File: config.mk
export PLATFORM = sky130hd
export DESIGN_NAME = shader_flow_seq
export DESIGN_NICKNAME = d
export VERILOG_FILES = /design/src/rtl/shader_flow_pkg.sv /design/src/rtl/flow_range_stack.sv /design/src/rtl/flow_step.sv /design/src/rtl/shader_flow_seq.sv
export SDC_FILE = /design/constraint.sdc
export NUM_CORES = 1
export LEC_CHECK = 0
export BUFFER_PORTS_ARGS = -buffer_cell sky130_fd_sc_hd__buf_2
export CAP_MARGIN = 10
export CORE_UTILIZATION = 44
export CTS_BUF_LIST = sky130_fd_sc_hd__clkbuf_8
export DETAILED_ROUTE_END_ITERATION = 12
export GPL_TIMING_DRIVEN = 0
export PLACE_DENSITY_LB_ADDON = 0.25
export SETUP_SLACK_MARGIN = 0.3
export SKIP_CTS_REPAIR_TIMING = 1
export SYNTH_ARGS = -nofsm -noshare
export SYNTH_HDL_FRONTEND = slang
export SYNTH_HIERARCHICAL = 1
export SYNTH_SLANG_ARGS = --single-unit
File: constraint.sdc
create_clock -name clk -period 5.8 [get_ports clk]
set_clock_uncertainty 0.1 [all_clocks]
set_input_delay 0 -clock clk [delete_from_list [all_inputs] [get_ports clk]]
set_output_delay 0 -clock clk [all_outputs]
set_load 0.005 [all_outputs]
File: src/rtl/shader_flow_pkg.sv
package shader_flow_pkg;
   typedef enum logic [2:0] {
      FOP_NOP  = 3'd0,
      FOP_END  = 3'd1,
      FOP_CALL = 3'd2,
      FOP_IFU  = 3'd3,
      FOP_IFC  = 3'd4
   } flow_op_e;
endpackage

File: src/rtl/flow_range_stack.sv
module flow_range_stack #(
   parameter int ADDR_W = 10,
   parameter int DEPTH  = 8
) (
   input  logic              clk,
   input  logic              rst_n,
   input  logic              clr_i,
   input  logic              push_i,
   input  logic              pop_i,
   input  logic [ADDR_W-1:0] push_end_i,
   input  logic [ADDR_W-1:0] push_ret_i,
   output logic [ADDR_W-1:0] top_end_o,
   output logic [ADDR_W-1:0] top_ret_o,
   output logic              empty_o,
   output logic              full_o
);
   localparam int PTR_W = $clog2(DEPTH + 1);
   localparam int IDX_W = (DEPTH > 1) ? $clog2(DEPTH) : 1;

   logic [PTR_W-1:0]    cnt_q;
   logic [2*ADDR_W-1:0] slot_q [DEPTH];
   logic [IDX_W-1:0]    top_idx;

   always_comb top_idx = IDX_W'(cnt_q - 1'b1);

   always_ff @(posedge clk or negedge rst_n) begin
      if (!rst_n)                  cnt_q <= '0;
      else if (clr_i)              cnt_q <= '0;
      else if (push_i && !full_o)  cnt_q <= cnt_q + 1'b1;
      else if (pop_i && !empty_o)  cnt_q <= cnt_q - 1'b1;
   end

   always_ff @(posedge clk) begin
      for (int i = 0; i < DEPTH; i++) begin
         if (!clr_i && push_i && cnt_q == PTR_W'(i))
            slot_q[i] <= {push_end_i, push_ret_i};
      end
   end

   always_comb begin
      empty_o   = (cnt_q == '0);
      full_o    = (cnt_q == PTR_W'(DEPTH));
      top_end_o = slot_q[top_idx][2*ADDR_W-1:ADDR_W];
      top_ret_o = slot_q[top_idx][ADDR_W-1:0];
   end
endmodule

File: src/rtl/flow_step.sv
module flow_step
   import shader_flow_pkg::*;
#(
   parameter int ADDR_W = 10,
   parameter int CNT_W  = 8
) (
   input  logic [ADDR_W-1:0] pc_i,
   input  logic [2:0]        op_i,
   input  logic [ADDR_W-1:0] dst_i,
   input  logic [CNT_W-1:0]  cnt_i,
   input  logic              take_i,
   output logic [ADDR_W-1:0] next_o,
   output logic              push_o,
   output logic [ADDR_W-1:0] push_end_o,
   output logic [ADDR_W-1:0] push_ret_o,
   output logic              halt_o
);
   logic [ADDR_W-1:0] seq_pc;
   logic [ADDR_W-1:0] span_end;

   always_comb begin
      seq_pc     = pc_i + 1'b1;
      span_end   = dst_i + ADDR_W'(cnt_i);
      next_o     = seq_pc;
      push_o     = 1'b0;
      push_end_o = span_end;
      push_ret_o = span_end;
      halt_o     = 1'b0;
      case (flow_op_e'(op_i))
         FOP_END:  halt_o = 1'b1;
         FOP_CALL: begin
            push_o     = 1'b1;
            push_ret_o = seq_pc;
            next_o     = dst_i;
         end
         FOP_IFU, FOP_IFC: begin
            push_o = 1'b1;
            if (take_i) begin
               push_end_o = dst_i;
               next_o     = seq_pc;
            end else begin
               next_o     = dst_i;
            end
         end
         default: next_o = seq_pc;
      endcase
   end
endmodule

File: src/rtl/shader_flow_seq.sv
module shader_flow_seq
   import shader_flow_pkg::*;
#(
   parameter int ADDR_W   = 10,
   parameter int CNT_W    = 8,
   parameter int DEPTH    = 8,
   parameter int NUM_BOOL = 16,
   localparam int BIDX_W  = (NUM_BOOL > 1) ? $clog2(NUM_BOOL) : 1
) (
   input  logic                clk,
   input  logic                rst_n,
   input  logic                start_i,
   input  logic [ADDR_W-1:0]   entry_addr_i,
   input  logic [2:0]          op_i,
   input  logic [ADDR_W-1:0]   dst_i,
   input  logic [CNT_W-1:0]    cnt_i,
   input  logic [BIDX_W-1:0]   bidx_i,
   input  logic [NUM_BOOL-1:0] bool_uniforms_i,
   input  logic                cond_i,
   output logic [ADDR_W-1:0]   fetch_addr_o,
   output logic                halt_o,
   output logic                overflow_o
);
   if (DEPTH < 2)        begin : g_bad_depth $error("DEPTH must be at least 2"); end
   if (CNT_W > ADDR_W)   begin : g_bad_cnt   $error("CNT_W must not exceed ADDR_W"); end
   if (ADDR_W < 2)       begin : g_bad_addr  $error("ADDR_W must be at least 2"); end

   logic [ADDR_W-1:0] pc_q;
   logic              halted_q;
   logic              ovf_q;

   logic [ADDR_W-1:0] stk_top_end, stk_top_ret;
   logic              stk_empty, stk_full;
   logic              pop_hit, do_push, do_pop;

   logic [ADDR_W-1:0] step_next, step_end, step_ret;
   logic              step_push, step_halt;
   logic              uni_bit, take_bit;

   if (NUM_BOOL == 1) begin : g_uni_single
      assign uni_bit = bool_uniforms_i[0];
   end else begin : g_uni_index
      assign uni_bit = bool_uniforms_i[bidx_i];
   end

   assign take_bit = (op_i == FOP_IFC) ? cond_i : uni_bit;

   flow_step #(.ADDR_W(ADDR_W), .CNT_W(CNT_W)) step_i (
      .pc_i       (pc_q),
      .op_i       (op_i),
      .dst_i      (dst_i),
      .cnt_i      (cnt_i),
      .take_i     (take_bit),
      .next_o     (step_next),
      .push_o     (step_push),
      .push_end_o (step_end),
      .push_ret_o (step_ret),
      .halt_o     (step_halt)
   );

   always_comb begin
      pop_hit = !halted_q && !stk_empty && (stk_top_end == pc_q);
      do_pop  = !start_i && pop_hit;
      do_push = !start_i && !halted_q && !pop_hit && step_push && !stk_full;
   end

   flow_range_stack #(.ADDR_W(ADDR_W), .DEPTH(DEPTH)) stack_i (
      .clk        (clk),
      .rst_n      (rst_n),
      .clr_i      (start_i),
      .push_i     (do_push),
      .pop_i      (do_pop),
      .push_end_i (step_end),
      .push_ret_i (step_ret),
      .top_end_o  (stk_top_end),
      .top_ret_o  (stk_top_ret),
      .empty_o    (stk_empty),
      .full_o     (stk_full)
   );

   always_ff @(posedge clk or negedge rst_n) begin
      if (!rst_n) begin
         pc_q     <= '0;
         halted_q <= 1'b1;
         ovf_q    <= 1'b0;
      end else if (start_i) begin
         pc_q     <= entry_addr_i;
         halted_q <= 1'b0;
         ovf_q    <= 1'b0;
      end else if (!halted_q) begin
         if (pop_hit) begin
            pc_q <= stk_top_ret;
         end else if (step_halt) begin
            halted_q <= 1'b1;
         end else if (step_push && stk_full) begin
            ovf_q    <= 1'b1;
            halted_q <= 1'b1;
         end else begin
            pc_q <= step_next;
         end
      end
   end

   assign fetch_addr_o = pc_q;
   assign halt_o       = halted_q;
   assign overflow_o   = ovf_q;
endmodule

# Word-level counts from Yosys, hierarchy flattened
# Memory sizes are Yosys's and may differ from the RTL's.
# Index checks and enable logic that the tools add are counted.
# totals
regBits,16
memories,1
out_inout_bits,12
ramBits,160
# op_classes
n_addsub,4
n_lt_le_gt_ge,1
n_mux,65
n_eq_ne,18
reduce_logical,38
# memory_table
memory,depth,width,read_ports,rd_clocked_by_memory_dff,wr,line_no,text
stack_i.slot_q,8,20,1,0,1,flow_range_stack.sv:21,logic [2*ADDR_W-1:0] slot_q [DEPTH];
# op_table
op,n
two-way mux 20 bit,7
OR reduction 20 bit,7
two-way mux 10 bit,9
two-way mux 1 bit,37
two-way mux 3 bit,7
one-hot mux 10 bit (2 select lines),1
logical AND 1 bit,19
"equality test 4 x 3 -> 1 bit, second input constant",4
two-way mux 4 bit,3
"adder 10 x 1 -> 10 bit, second input constant",1
adder 10 x 8 -> 10 bit,1
equality test 10 bit,1
"equality test 4 x 2 -> 1 bit, second input constant",2
"equality test 3 x 2 -> 1 bit, second input constant",2
"inequality test 2 bit, second input constant",3
"inequality test 3 bit, second input constant",2
logical NOT 1 bit,5
"< comparator 4 x 5 -> 1 bit, second input constant",1
"adder 4 x 1 -> 4 bit, second input constant",1
binary-select mux 1 bit (select 4 bit),1
"equality test 4 x 1 -> 1 bit, second input constant",1
"equality test 4 bit, second input constant",1
logical NOT 4 bit,1
AND reduction 4 bit,1
other kinds (8),8

# Depth between registers and ports, before layout
# depth
ltp_word,20
depth_mapped,18

# Modules after synthesis
# Netlist, hierarchy kept.
# modules_own_cells
module,instances,area_each_um2,cells_each
flow_range_stack,1,6452.4,289
shader_flow_seq,1,938.4,93
flow_step,1,878.3,123

# Worst setup path before layout
# OpenSTA, ideal clock, no wires.
# synth_timing
kind,register to register
start,register stack_i.cnt_q[0]
end,memory stack_i/slot_q[0][0] in the netlist's numbering (enable)
period_less_slack_ns,5.039
setup_time_ns,0.397
stages_incl_launch_ff,17
t_arrival_ns,4.542
setup_slack_ns,0.761
cell_sequence,dfrtp_1 buf_6 buf_2 inv_1 ha_1 clkbuf_1 buf_1 mux4_2 mux2_2 xnor2_1 and4_1 nand3_1 buf_4 nand2_1 nor3_1 or3b_1 nor2_1
# synth_via
elab_chain_cells,20
word_cells_on_any_way,66
classes_between,add/sub (1); eq/ne (9); mux (30); reduce/logical (25); memory (1)
# synth_lines
item,line_no,text
start: declaration,flow_range_stack.sv:20,logic [PTR_W-1:0] cnt_q;
start signal: assignment,flow_range_stack.sv:29,else if (push_i && !full_o) cnt_q <= cnt_q + 1'b1;
start signal: assignment,flow_range_stack.sv:30,else if (pop_i && !empty_o) cnt_q <= cnt_q - 1'b1;
subtractor 4 x 1 -> 4 bit (*),--,
memory (8 x 20 bit) (*),--,
named net stk_top_end[2],shader_flow_seq.sv:32,"logic [ADDR_W-1:0] stk_top_end, stk_top_ret;"
equality test 10 bit (*),shader_flow_seq.sv:62,pop_hit = !halted_q && !stk_empty && (stk_top_end == pc_q);
logical AND 1 bit (*),shader_flow_seq.sv:62,
logical NOT 1 bit (*),shader_flow_seq.sv:64,do_push = !start_i && !halted_q && !pop_hit && step_push && !stk_full;
logical AND 1 bit (*) (3 in series),shader_flow_seq.sv:64,
named net do_push,shader_flow_seq.sv:34,"logic pop_hit, do_push, do_pop;"
logical AND 1 bit (*),flow_range_stack.sv:35,if (!clr_i && push_i && cnt_q == PTR_W'(i))
logical AND 1 bit,flow_range_stack.sv:35,
two-way mux 1 bit,flow_range_stack.sv:35,
two-way mux 1 bit (implied by the code),flow_range_stack.sv:36,"slot_q[i] <= {push_end_i, push_ret_i};"
OR reduction 20 bit (no source line),--,
two-way mux 3 bit (no source line) / two-way mux 1 bit (equally long branches) (7 in series),--,
end: declaration,flow_range_stack.sv:21,
# Mark *: on every way through the listed nets, which the timed path passes. The rest lies on a longest branch.

# Final worst setup path
# layout_timing
start,register stack_i.cnt_q[0]
end,memory stack_i/slot_q[1][5] in the netlist's numbering (enable)
# The elaborated chain is that of the path after synthesis.

==> results.md <==
- Clock slew at reported path FFs: 0.08 ns
- Flop2flop setup slack: 0.46 ns
- Worst r2r dst: stack_i/slot_q[1][5]
- CP startpoint kind: flop
- Net Count, Synth: 575
- Fin crit share: 0.920
- Hold Path Class: input pin to flop
- Post-synthesis mux area share: 0.188
- CTS Root Buffer Type: clkbuf_8
- Final wirelength: around 20000 um
- Async SR Flop Fraction: 0.0909
- Final Cell Area: 0.00981 mm^2
- Post-Synth XOR/XNOR Area: 0.0286
- Library cells used by synthesis: 54
- P_leak: 3.53 nW
- Failing checks: negative hold slack
- Vias in the first global route: 5123
- Largest buffer count on any clock path: 2
- Synth warn: 6
- Sequential area share after synthesis: 0.630
- Post-Syn Area: 0.00827 mm^2
- Routed vias: 5002
- CTS H-tree lvls: 4
- Cell area after placement: 0.00896 mm^2
- DR iter-0 viols: 420
- Fin nets: 697
- Mean Syn Cell Area: ~16 um^2
- Cts bufs inserted: 17
- Prevailing post-synth register cell: edfxtp_1
- Tightest Pin Transition: slightly above 1 ns
- RSZ-0062 raised after global routing: no
- Drt pass-1 iters: 7
- Max Fclk: 187 MHz
- Setup WS post-layout: 0.464 ns
- GPL Wtd Cong: a little over 0.8
- Tot GR Track Use: 0.212
- Critical Path AT: between 5 and 6 ns
- Tmin final: 5.34 ns
- Simple logic cell fraction of the synthesized area: 0.0622
- Crit. End Element: flop
- CP max FO: 11
- Power consumption: 2.83 mW
- # diodes: 0
- Initial Util: 0.454
- First-pass GRT wire length: 29400 um
- Largest net degree at the start of global routing: 21
- Antenna violations before repair: 0
- Die Ht: ~140 um
- Slew margin rel.: 0.311
- Post-synth EDFFs: 160
- Adder-Cell Fraction of Synth Area: 0.0236
- Cell count after synthesis: 505
- # DRC: 0
- Final slew viol count: 0
- Synthesized flop and latch total: 176
- Core Footprint: 0.0182 mm^2
- Clock sinks: 176
- DR vias/cell: roughly 5.8
- Gr ovfl total: 0
- Hold Slack: -0.0581 ns
- Layout cells sized above 1: 0.335
- Worst reg-to-reg path cell count: 18
- Die Wd: 139 um
- Final hold violations: 1
- Pre-CTS setup slack: -0.886 ns
- Routed length per instance: 22.8 um
- Max cap viols: 0
- Crit Reg-Reg Startpoint: stack_i/cnt_q[0]
- FP Rows: 49
- Most frequent cells in the layout: 160 x edfxtp_1, 72 x buf_2, 41 x mux4_2, 32 x mux2_2
- Max VDD drop: 0.000168 V
- Port Buffers: 66
- Worst hold path depth: 5
- Hold Crit Endpoint: overflow_o
- Post-route ant nets: 0
- Layout area overhead: 18.7%
- TritonCTS clock tree: done
- Pwr per Cell Area: 288 mW/mm^2
- Compound-Gate Fraction of Synth Area: 0.0451
- Crit Path Class: flop to flop
- DIE AREA: 0.0193 mm^2
- Run status: complete, but fails checks
- Most common cell after layout, fill and taps aside: edfxtp_1
- Finish-stage setup viols: 0
- Largest family of logic cells by synthesized area: multiplexers
- Io pins: 67
- CP required: 5.86 ns
- Hold Path Origin: op_i[1]
- Hpwl dp: 13700 um
- Clock latency on the worst-skew pair: roughly 0.45 ns
==> worst max-delay path, stage by stage, from the launching register on <==
cell      delay (ns)
dfrtp_1         0.41
buf_6           0.18
clkbuf_4        0.29
inv_1           0.14
ha_1            0.30
clkbuf_2        0.19
buf_4           0.27
mux4_2          0.33
mux2_2          0.30
xor2_1          0.30
nor4_2          0.13
nand3_1         0.28
buf_4           0.30
nand2_1         0.09
nor3_2          0.21
or3b_1          0.45
nor2_1          0.24
and2_4          0.31
buf_8           0.20
==> cells in the mapped netlist, types with 8 or more instances <==
cell | instances | area (um^2)
xnor2_1 | 13 | 114
nand2_1 | 23 | 86.3
and3_1 | 8 | 50.1
inv_1 | 22 | 82.6
a21oi_1 | 9 | 45.0
o21ai_0 | 10 | 50.1
mux4_2 | 41 | 923
mux2_2 | 32 | 360
clkbuf_1 | 11 | 41.3
nor2_1 | 15 | 56.3
dfrtp_1 | 15 | 375
ha_1 | 14 | 175
a221oi_1 | 10 | 87.6
mux2i_1 | 14 | 140
xor2_1 | 14 | 123
nor3_1 | 13 | 65.1
edfxtp_1 | 160 | 4800
==> kinds of logic (layout without fill, tap and decap cells) <==
kind of cell               Yosys count  after routing
DFF                                176            176
and+or+nand+nor                     97             97
muxes                               93             93
AOI/OAI and AO/OA                   52             52
buffers and inverters               45            178
xor gates and xnor gates            27             27
adders and majority gates           15             15
==> state kept, by name, indices dropped and copies added (netlist names) <==
name / cells
stack_i/slot_q: 160
fetch_addr_o: 10
overflow_o: 1
stack_i/cnt_q: 4
halt_o: 1
==> worst max-delay path by stage <==
| stage | from | endpoint | slack, ns | cells after the start |
|---|---|---|---|---|
| finish | stack_i/cnt_q[0] | stack_i/slot_q[1][5] | 0.46 | 18 |
| global placement | stack_i/cnt_q[0] | stack_i/slot_q[0][2] | -1.16 | 16 |
| CTS | stack_i/cnt_q[0] | stack_i/slot_q[4][13] | -0.92 | 18 |
| global route | stack_i/cnt_q[0] | stack_i/slot_q[1][5] | 0.22 | 18 |
| floorplan | stack_i/cnt_q[0] | stack_i/slot_q[0][0] | 0.76 | 16 |
| detailed placement | stack_i/cnt_q[0] | stack_i/slot_q[4][4] | -0.89 | 18 |
==> per-layer routing <==
metal | vias to the layer above | track usage | part of all wire | wire (um)
li1 | 2243 | - | - | -
met1 | 2560 | 0.271 | 0.42 | 8330
met2 | 166 | 0.359 | 0.50 | 9930
met3 | 33 | 0.0442 | 0.051 | 1020
met4 | 0 | 0.0789 | 0.025 | 496
met5 | - | 0 | 0 | 0
==> report_power, final <==
| part | internal, mW | leakage [nW] | switching, mW |
|---|---|---|---|
| Sequential | 1.46 | 1.63 | 0.0364 |
| Clock | 0.458 | 0.201 | 0.407 |
| Combinational | 0.205 | 1.69 | 0.267 |
==> area by class of cell <==
cell class | count | area (um^2)
plain buffers | 23 | 128
clock buffers | 17 | 234
clock inverters | 13 | 173
fillers | 1467 | 8400
inverters | 22 | 82.6
multi-input cells | 284 | 2930
flip-flops and latches | 176 | 5210
well taps | 229 | 287
repair buffers | 103 | 778
==> per-stage QoR <==
stage,setup TNS (ns),utilization,cells
finish,0,0.539,867
global route,0,0.539,867
CTS,-116.39,0.515,835
detailed placement,-111.97,0.492,805
global placement,-132.89,0.488,800
floorplan,0,-,505
Note: power is estimated with default switching activity, not from simulation.
